$ cat config.mk
export PLATFORM = sky130hd
export DESIGN_NAME = pt_xform_engine
export DESIGN_NICKNAME = d
export VERILOG_FILES = /design/src/rtl/pt_xform_pkg.sv /design/src/rtl/pt_func_decode.sv /design/src/rtl/pt_bitwise_stage.sv /design/src/rtl/pt_swap_stage.sv /design/src/rtl/pt_len_tracker.sv /design/src/rtl/pt_xform_engine.sv
export SDC_FILE = /design/constraint.sdc
export NUM_CORES = 2
export LEC_CHECK = 0
export BUFFER_PORTS_ARGS = -buffer_cell sky130_fd_sc_hd__buf_2
export CAP_MARGIN = 20
export CORE_UTILIZATION = 40
export CTS_BUF_LIST = sky130_fd_sc_hd__clkbuf_2 sky130_fd_sc_hd__clkbuf_4 sky130_fd_sc_hd__clkbuf_8
export CTS_CLUSTER_DIAMETER = 50
export DETAILED_ROUTE_END_ITERATION = 8
export PLACE_DENSITY = 0.61
export SYNTH_ARGS = -nofsm -noshare
export SYNTH_HDL_FRONTEND = slang
export SYNTH_SLANG_ARGS = --single-unit
$ cat constraint.sdc
create_clock -name clk -period 2.55 [get_ports clk]
set_input_delay 0.255 -clock clk [delete_from_list [all_inputs] [get_ports clk]]
set_output_delay 0.255 -clock clk [all_outputs]
set_load 0.005 [all_outputs]
$ cat src/rtl/pt_xform_pkg.sv
// Shared codes and widths for the streaming mask-and-reorder copy engine.
// Assumes a byte-addressed word with byte i at bits 8i+7:8i.
package pt_xform_pkg;

    // Bytes per lane for the lane-local reversal.
    localparam int LANE_BYTES = 4;

    // Position of the codes inside the function word.
    localparam int SW_LSB  = 0;
    localparam int SW_BITS = 2;
    localparam int BW_LSB  = 2;
    localparam int BW_BITS = 3;

    typedef enum logic [BW_BITS-1:0] {
        BW_PASS = 3'd0,
        BW_AND  = 3'd1,
        BW_OR   = 3'd2,
        BW_XOR  = 3'd3,
        BW_FILL = 3'd4
    } bw_op_e;

    typedef enum logic [SW_BITS-1:0] {
        SW_NONE   = 2'd0,
        SW_LANE   = 2'd1,
        SW_FULL   = 2'd2
    } sw_op_e;

    typedef enum logic {
        ST_IDLE = 1'b0,
        ST_RUN  = 1'b1
    } state_e;

endpackage

$ cat src/rtl/pt_func_decode.sv
// Splits the low code bits of the function word into the mask-operation
// and byte-order codes, and flags codes with no defined meaning.
// Assumes only the low five bits of the function word carry meaning.
module pt_func_decode
    import pt_xform_pkg::*;
(
    input  logic [BW_LSB+BW_BITS-1:0] code_i,
    output logic [BW_BITS-1:0]        bw_op_o,
    output logic [SW_BITS-1:0]        sw_op_o,
    output logic                      illegal_o
);

    // Field extraction and legality check.
    always_comb begin
        bw_op_o   = code_i[BW_LSB +: BW_BITS];
        sw_op_o   = code_i[SW_LSB +: SW_BITS];
        illegal_o = (bw_op_o > BW_FILL) || (sw_op_o > SW_FULL);
    end

endmodule

$ cat src/rtl/pt_bitwise_stage.sv
// Combines a data word with the mask word under the selected operation.
// Assumes the operation code was checked for legality beforehand.
module pt_bitwise_stage
    import pt_xform_pkg::*;
#(
    parameter int WORD_W = 256
) (
    input  logic [WORD_W-1:0]  data_i,
    input  logic [WORD_W-1:0]  mask_i,
    input  logic [BW_BITS-1:0] op_i,
    output logic [WORD_W-1:0]  data_o
);

    // Operation select.
    always_comb begin
        case (bw_op_e'(op_i))
            BW_AND:  data_o = data_i & mask_i;
            BW_OR:   data_o = data_i | mask_i;
            BW_XOR:  data_o = data_i ^ mask_i;
            BW_FILL: data_o = mask_i;
            default: data_o = data_i;
        endcase
    end

endmodule

$ cat src/rtl/pt_swap_stage.sv
// Reorders the bytes of a word: none, reversal inside each lane, or
// reversal across the whole word. Assumes WORD_BYTES is a multiple of
// LANE_BYTES.
module pt_swap_stage
    import pt_xform_pkg::*;
#(
    parameter int WORD_BYTES = 32
) (
    input  logic [WORD_BYTES*8-1:0] data_i,
    input  logic [SW_BITS-1:0]      op_i,
    output logic [WORD_BYTES*8-1:0] data_o
);

    localparam int WORD_W = WORD_BYTES * 8;

    logic [WORD_W-1:0] lane_rev;
    logic [WORD_W-1:0] full_rev;

    for (genvar b = 0; b < WORD_BYTES; b++) begin : g_byte
        localparam int LANE = b / LANE_BYTES;
        localparam int POS  = b % LANE_BYTES;
        localparam int LSRC = LANE * LANE_BYTES + (LANE_BYTES - 1 - POS);
        localparam int FSRC = WORD_BYTES - 1 - b;
        assign lane_rev[b*8 +: 8] = data_i[LSRC*8 +: 8];
        assign full_rev[b*8 +: 8] = data_i[FSRC*8 +: 8];
    end

    // Permutation select.
    always_comb begin
        case (sw_op_e'(op_i))
            SW_LANE: data_o = lane_rev;
            SW_FULL: data_o = full_rev;
            default: data_o = data_i;
        endcase
    end

endmodule

$ cat src/rtl/pt_len_tracker.sv
// Counts the bytes still to be accepted on the input side and derives
// the last-word flag and byte enables of the word being accepted.
// Assumes load and step are never high in the same cycle.
module pt_len_tracker #(
    parameter int WORD_BYTES = 32,
    parameter int LEN_W      = 32
) (
    input  logic                  clk,
    input  logic                  rst_n,
    input  logic                  load_i,
    input  logic [LEN_W-1:0]      len_i,
    input  logic                  step_i,
    output logic                  more_o,
    output logic                  last_o,
    output logic [WORD_BYTES-1:0] be_o
);

    localparam logic [LEN_W-1:0] STEP = LEN_W'(WORD_BYTES);

    logic [LEN_W-1:0] left_q;

    // Remaining byte count.
    always_ff @(posedge clk) begin
        if (!rst_n) begin
            left_q <= '0;
        end else if (load_i) begin
            left_q <= len_i;
        end else if (step_i) begin
            left_q <= (left_q > STEP) ? (left_q - STEP) : '0;
        end
    end

    assign more_o = (left_q != '0);
    assign last_o = (left_q <= STEP);

    for (genvar b = 0; b < WORD_BYTES; b++) begin : g_be
        assign be_o[b] = (left_q > LEN_W'(b));
    end

endmodule

$ cat src/rtl/pt_xform_engine.sv
// Streaming copy engine: each accepted input word is combined with the
// mask, byte-reordered and registered onto the output with byte enables.
// Assumes the mask is loaded before start; one output register stage.
module pt_xform_engine
    import pt_xform_pkg::*;
#(
    parameter int WORD_BYTES = 32,
    parameter int FUNC_W     = 15,
    parameter int LEN_W      = 32
) (
    input  logic                    clk,
    input  logic                    rst_n,
    input  logic                    mask_load_i,
    input  logic [WORD_BYTES*8-1:0] mask_data_i,
    input  logic                    start_i,
    input  logic [FUNC_W-1:0]       func_i,
    input  logic [LEN_W-1:0]        len_i,
    output logic                    busy_o,
    output logic                    done_o,
    output logic                    err_o,
    input  logic                    in_valid_i,
    input  logic [WORD_BYTES*8-1:0] in_data_i,
    output logic                    in_ready_o,
    output logic                    out_valid_o,
    output logic [WORD_BYTES*8-1:0] out_data_o,
    output logic [WORD_BYTES-1:0]   out_be_o,
    output logic                    out_last_o,
    input  logic                    out_ready_i
);

    localparam int WORD_W = WORD_BYTES * 8;
    localparam int CODE_W = BW_LSB + BW_BITS;

    state_e              state_q;
    logic [WORD_W-1:0]   mask_q;
    logic [BW_BITS-1:0]  bw_q;
    logic [SW_BITS-1:0]  sw_q;
    logic                err_q;
    logic                done_q;
    logic                ov_q;
    logic [WORD_W-1:0]   od_q;
    logic [WORD_BYTES-1:0] obe_q;
    logic                olast_q;

    logic [BW_BITS-1:0]  dec_bw;
    logic [SW_BITS-1:0]  dec_sw;
    logic                dec_bad;
    logic                more;
    logic                trk_last;
    logic [WORD_BYTES-1:0] trk_be;
    logic [WORD_W-1:0]   masked;
    logic [WORD_W-1:0]   swapped;

    logic start_ok;
    logic go;
    logic in_fire;
    logic out_fire;

    pt_func_decode u_dec (
        .code_i    (func_i[CODE_W-1:0]),
        .bw_op_o   (dec_bw),
        .sw_op_o   (dec_sw),
        .illegal_o (dec_bad)
    );

    assign start_ok = start_i && (state_q == ST_IDLE);
    assign go       = start_ok && !dec_bad && (len_i != '0);
    assign in_ready_o = (state_q == ST_RUN) && more && (!ov_q || out_ready_i);
    assign in_fire  = in_valid_i && in_ready_o;
    assign out_fire = ov_q && out_ready_i;

    pt_len_tracker #(
        .WORD_BYTES (WORD_BYTES),
        .LEN_W      (LEN_W)
    ) u_len (
        .clk    (clk),
        .rst_n  (rst_n),
        .load_i (go),
        .len_i  (len_i),
        .step_i (in_fire),
        .more_o (more),
        .last_o (trk_last),
        .be_o   (trk_be)
    );

    pt_bitwise_stage #(
        .WORD_W (WORD_W)
    ) u_bw (
        .data_i (in_data_i),
        .mask_i (mask_q),
        .op_i   (bw_q),
        .data_o (masked)
    );

    pt_swap_stage #(
        .WORD_BYTES (WORD_BYTES)
    ) u_sw (
        .data_i (masked),
        .op_i   (sw_q),
        .data_o (swapped)
    );

    // Operation state: idle until a legal nonzero start, run until the last word leaves.
    always_ff @(posedge clk) begin
        if (!rst_n) begin
            state_q <= ST_IDLE;
        end else if (go) begin
            state_q <= ST_RUN;
        end else if (out_fire && olast_q) begin
            state_q <= ST_IDLE;
        end
    end

    // Latch the codes of an accepted start.
    always_ff @(posedge clk) begin
        if (!rst_n) begin
            bw_q <= '0;
            sw_q <= '0;
        end else if (go) begin
            bw_q <= dec_bw;
            sw_q <= dec_sw;
        end
    end

    // Mask register, writable only while idle.
    always_ff @(posedge clk) begin
        if (!rst_n) begin
            mask_q <= '0;
        end else if (mask_load_i && (state_q == ST_IDLE)) begin
            mask_q <= mask_data_i;
        end
    end

    // Error flag follows the legality of the latest accepted start.
    always_ff @(posedge clk) begin
        if (!rst_n) begin
            err_q <= 1'b0;
        end else if (start_ok) begin
            err_q <= dec_bad;
        end
    end

    // Completion pulse after the last output word or an empty legal start.
    always_ff @(posedge clk) begin
        if (!rst_n) begin
            done_q <= 1'b0;
        end else begin
            done_q <= (out_fire && olast_q) || (start_ok && !dec_bad && (len_i == '0));
        end
    end

    // Output register: valid flag.
    always_ff @(posedge clk) begin
        if (!rst_n) begin
            ov_q <= 1'b0;
        end else if (in_fire) begin
            ov_q <= 1'b1;
        end else if (out_fire) begin
            ov_q <= 1'b0;
        end
    end

    // Output register: payload, enables and last flag.
    always_ff @(posedge clk) begin
        if (!rst_n) begin
            od_q    <= '0;
            obe_q   <= '0;
            olast_q <= 1'b0;
        end else if (in_fire) begin
            od_q    <= swapped;
            obe_q   <= trk_last ? trk_be : '1;
            olast_q <= trk_last;
        end
    end

    assign busy_o      = (state_q == ST_RUN);
    assign done_o      = done_q;
    assign err_o       = err_q;
    assign out_valid_o = ov_q;
    assign out_data_o  = od_q;
    assign out_be_o    = obe_q;
    assign out_last_o  = olast_q;

endmodule

==> impl_metrics.py <==
metrics = {
    "outcome": {
        "outcome": "finished with violations",
        "violations": "negative setup slack",
    },
    "clock_tree": {
        "cts-buffers-inserted": 131,
        "h-tree-depth": 4,
        "root_buffer": "clkbuf_8",
        "numClockSinks": 586,
        "clk_pin_slew_ps": 60,
        "clockBufferDepth": 3,
        "cts_tree": "done",
        "clock_latency_ps": 860,
    },
    "logic_synthesis": {
        "yosys.area.top_type": "dfxtp_1",
        "synthFlopType": "dfxtp_1",
        "synth_edf_count": 0,
        "syn_inst": 5552,
        "yosysSeqAreaShare": 0.2548,
        "yosysWarnings": 0,
        "yosysUniqueCellTypes": 60,
        "synth.cell_area_um2": 46050,
        "syn_avg_cell_area_um2": 8.294,
        "synth-seq-cells": 586,
        "synthTopCellsByArea": "dfxtp_1, ha_1, mux4_2",
        "syn-num-nets": 6632,
        "async_reset_ff_frac": 0,
        "yosysMostFrequentCell": "inv_1",
        "synth_commonest_cells": "inv_1, dfxtp_1, nand2_1",
        "synth.top_cell.area_share": 0.2548,
    },
    "grt": {
        "grt_overflow": 0,
        "grt_pass1_wl_um": 259500,
        "grt_usage": 0.2858,
        "grt_pass1_vias": 43480,
        "grt_max_degree": 144,
        "grt_antenna_before_repair": 55,
    },
    "routing": {
        "wl_per_cell_um": 21.09,
        "drt_iter0_markers": 3465,
        "route.detailed.drc": 0,
        "vias": 46520,
        "dr.pass1.iters": 6,
        "vias_per_cell": 5.659,
        "ant_nets": 0,
        "wirelength_um": 173400,
    },
    "sta": {
        "relSlewSlack": 0.4081,
        "setup_violations": 1,
        "finalCritPeriodShare": 1.083,
        "layout_min_cycle_time_ps": 2762,
        "worst_slack_ps": -212.0,
        "worst_pin_slew_ps": 887.9,
        "skew_ps": 51.05,
        "fmaxAchievable_ghz": 0.3621,
        "drv_slew": 0,
        "rsz0062_at_grt": "true",
        "finalHoldViolations": 0,
    },
    "power_and_ir_drop": {
        "switching_share": 0.3391,
        "leakage_nw": 25.82,
        "p_seq_frac": 0.343,
        "combPwrFrac": 0.268,
        "power.switching_mw": 10.07,
        "ir_drop_uv": 456.0,
        "p_total_mw": 29.70,
        "cellInternalPower_mw": 19.63,
        "p_per_area_nw_per_um2": 504.2,
        "pwr-share-clk": 0.389,
    },
    "placement": {
        "place_hpwl_um": 124500,
        "dpl_cell_area_um2": 52750,
        "dp_cells": 7636,
        "gp_congestion": 0.8992,
        "port_buffers": 848,
        "post-place-ws_ps": 71.22,
    },
    "layout": {
        "nets": 7654,
        "design_area_um2": 58900,
        "areaGrowthSynthToFinish_pct": 27.92,
        "final_core_util": 0.5158,
        "drive_gt1_frac": 0.2483,
        "stdcell_count": 8221,
    },
    "die": {
        "start_util": 0.4032,
        "io_pins": 859,
        "dieWidth_um": 341.3,
        "rows": 124,
        "die-area_um2": 116500,
        "die_h_um": 341.3,
        "core-area_um2": 114200,
    },
    "worst_setup_path": {
        "crit_fanout": 2,
        "r2r-start": "u_len.left_q[10]",
        "arrival_ps": 2510,
        "crit_start": "u_len.left_q[10]",
        "r2r_slack_ps": 40,
        "crit_type": "register to output port",
        "worst-endpoint-required_ps": 2300,
        "setup.worst_path.end": "in_ready_o",
        "rr_worst_depth": 9,
        "worstSetupEndpointType": "output port",
        "r2r_end": "out_data_o[232]",
        "crit_path_start_kind": "register",
    },
    "job": {
        "cap_violations": 0,
    },
    "min_path": {
        "hold_class": "primary input to register",
    },
}
## cell type report
class	instances	area [µm²]
Inverter	776	2928
Clock buffer	192	2417
Multi-Input combinational cell	3694	29380
Antenna cell	35	87.58
Fill cell	10760	55290
Clock inverter	41	379.1
Tap cell	1512	1892
Sequential cell	586	11740
Timing Repair Buffer	1385	10080
## worst max-delay path, cell delays in order, from the launching register on
cell and delay (ps):
dfxtp_2 310, or4_4 570, nor4_4 360, buf_4 180
a41oi_2 100, buf_2 160
## metrics by stage
stage	TNS, ps	hold slack, ps
after global routing	-311.6	58.48
after global placement	0	444.2
final	-212.0	60.20
after floorplan	0	391.0
after detailed placement	0	446.6
after CTS	-240.8	0.1930
## sequential cells by signal, summed over array words and instances (netlist names)
signal and flops:
out_last_o 1, u_len.left_q 32, done_o 1, err_o 1
mask_q 256, bw_q 3, busy_o 1, out_valid_o 1
out_data_o 256, sw_q 2, out_be_o 32
## layout by cell type, fill, tap and decap left out, types with 4 or more instances in the layout
cell and instances:
buf_4 147, diode_2 35, a311oi_1 13, nand3_1 243, nor2b_1 4, o21ai_0 211
o211ai_1 261, buf_2 847, a211oi_1 10, nand2_1 555, or4_1 6, o21ai_1 55
o21ai_2 30, clkinv_2 18, dlygate4sd3_1 310, and3_1 5, ha_1 513, a221oi_1 259
dfxtp_1 582, nor2_1 321, mux2i_1 259, inv_6 4, buf_12 75, nor4_1 20
clkbuf_8 156, a31oi_1 12, o221a_2 5, mux4_2 255, inv_1 774, clkinvlp_4 13
bufinv_16 5, a21oi_1 551, nand3_2 31, nor3_1 20, clkbuf_4 36
## routing by layer
metal | part of all wire | wire length (µm) | GRT usage
met2 | 0.44 | 76730 | 0.4400
met1 | 0.42 | 72630 | 0.3660
met3 | 0.078 | 13480 | 0.06689
met4 | 0.059 | 10270 | 0.1633
met5 | 0.0015 | 258 | 0
## repair_timing
item                       in CTS  in global routing
pin swaps                       3                  2
hold endpoints to repair      337                  0
setup endpoints to repair       1                 31
resized for setup               4                  9
buffers inserted                1                  3
hold buffers                  310                  0
cloned                          0                  3
## power groups by stage
stage	logic, mW	registers [mW]	clock network, mW
3_3_place_gp	7.24	10.3	0
6_report	7.97	10.2	11.5
4_1_cts	7.87	10.2	11.7
3_5_place_dp	7.45	10.4	0
5_1_grt	8.73	10.2	12.2
2_1_floorplan	4.56	10.2	0
## logic make-up after synthesis
group,share of synthesized area
DFF,0.2548
muxes,0.1810
xor gates and xnor gates,0.0005707
buffers and inverters,0.1093
adders and majority gates,0.1399
AOI/OAI and AO/OA,0.1982
and+or+nand+nor,0.1162
## worst min path at each step
stage	cells after the start	slack, ps	from	end
2_1_floorplan	2	390	func_i[0]	sw_q[0]
3_3_place_gp	2	440	out_data_o[77]	out_data_o[77]
3_5_place_dp	2	450	out_data_o[33]	out_data_o[33]
4_1_cts	5	0.2	in_data_i[5]	out_data_o[5]
5_1_grt	5	60	in_data_i[5]	out_data_o[5]
6_report	5	60	in_data_i[200]	out_data_o[200]
Note: power is estimated with default switching activity, not from simulation.
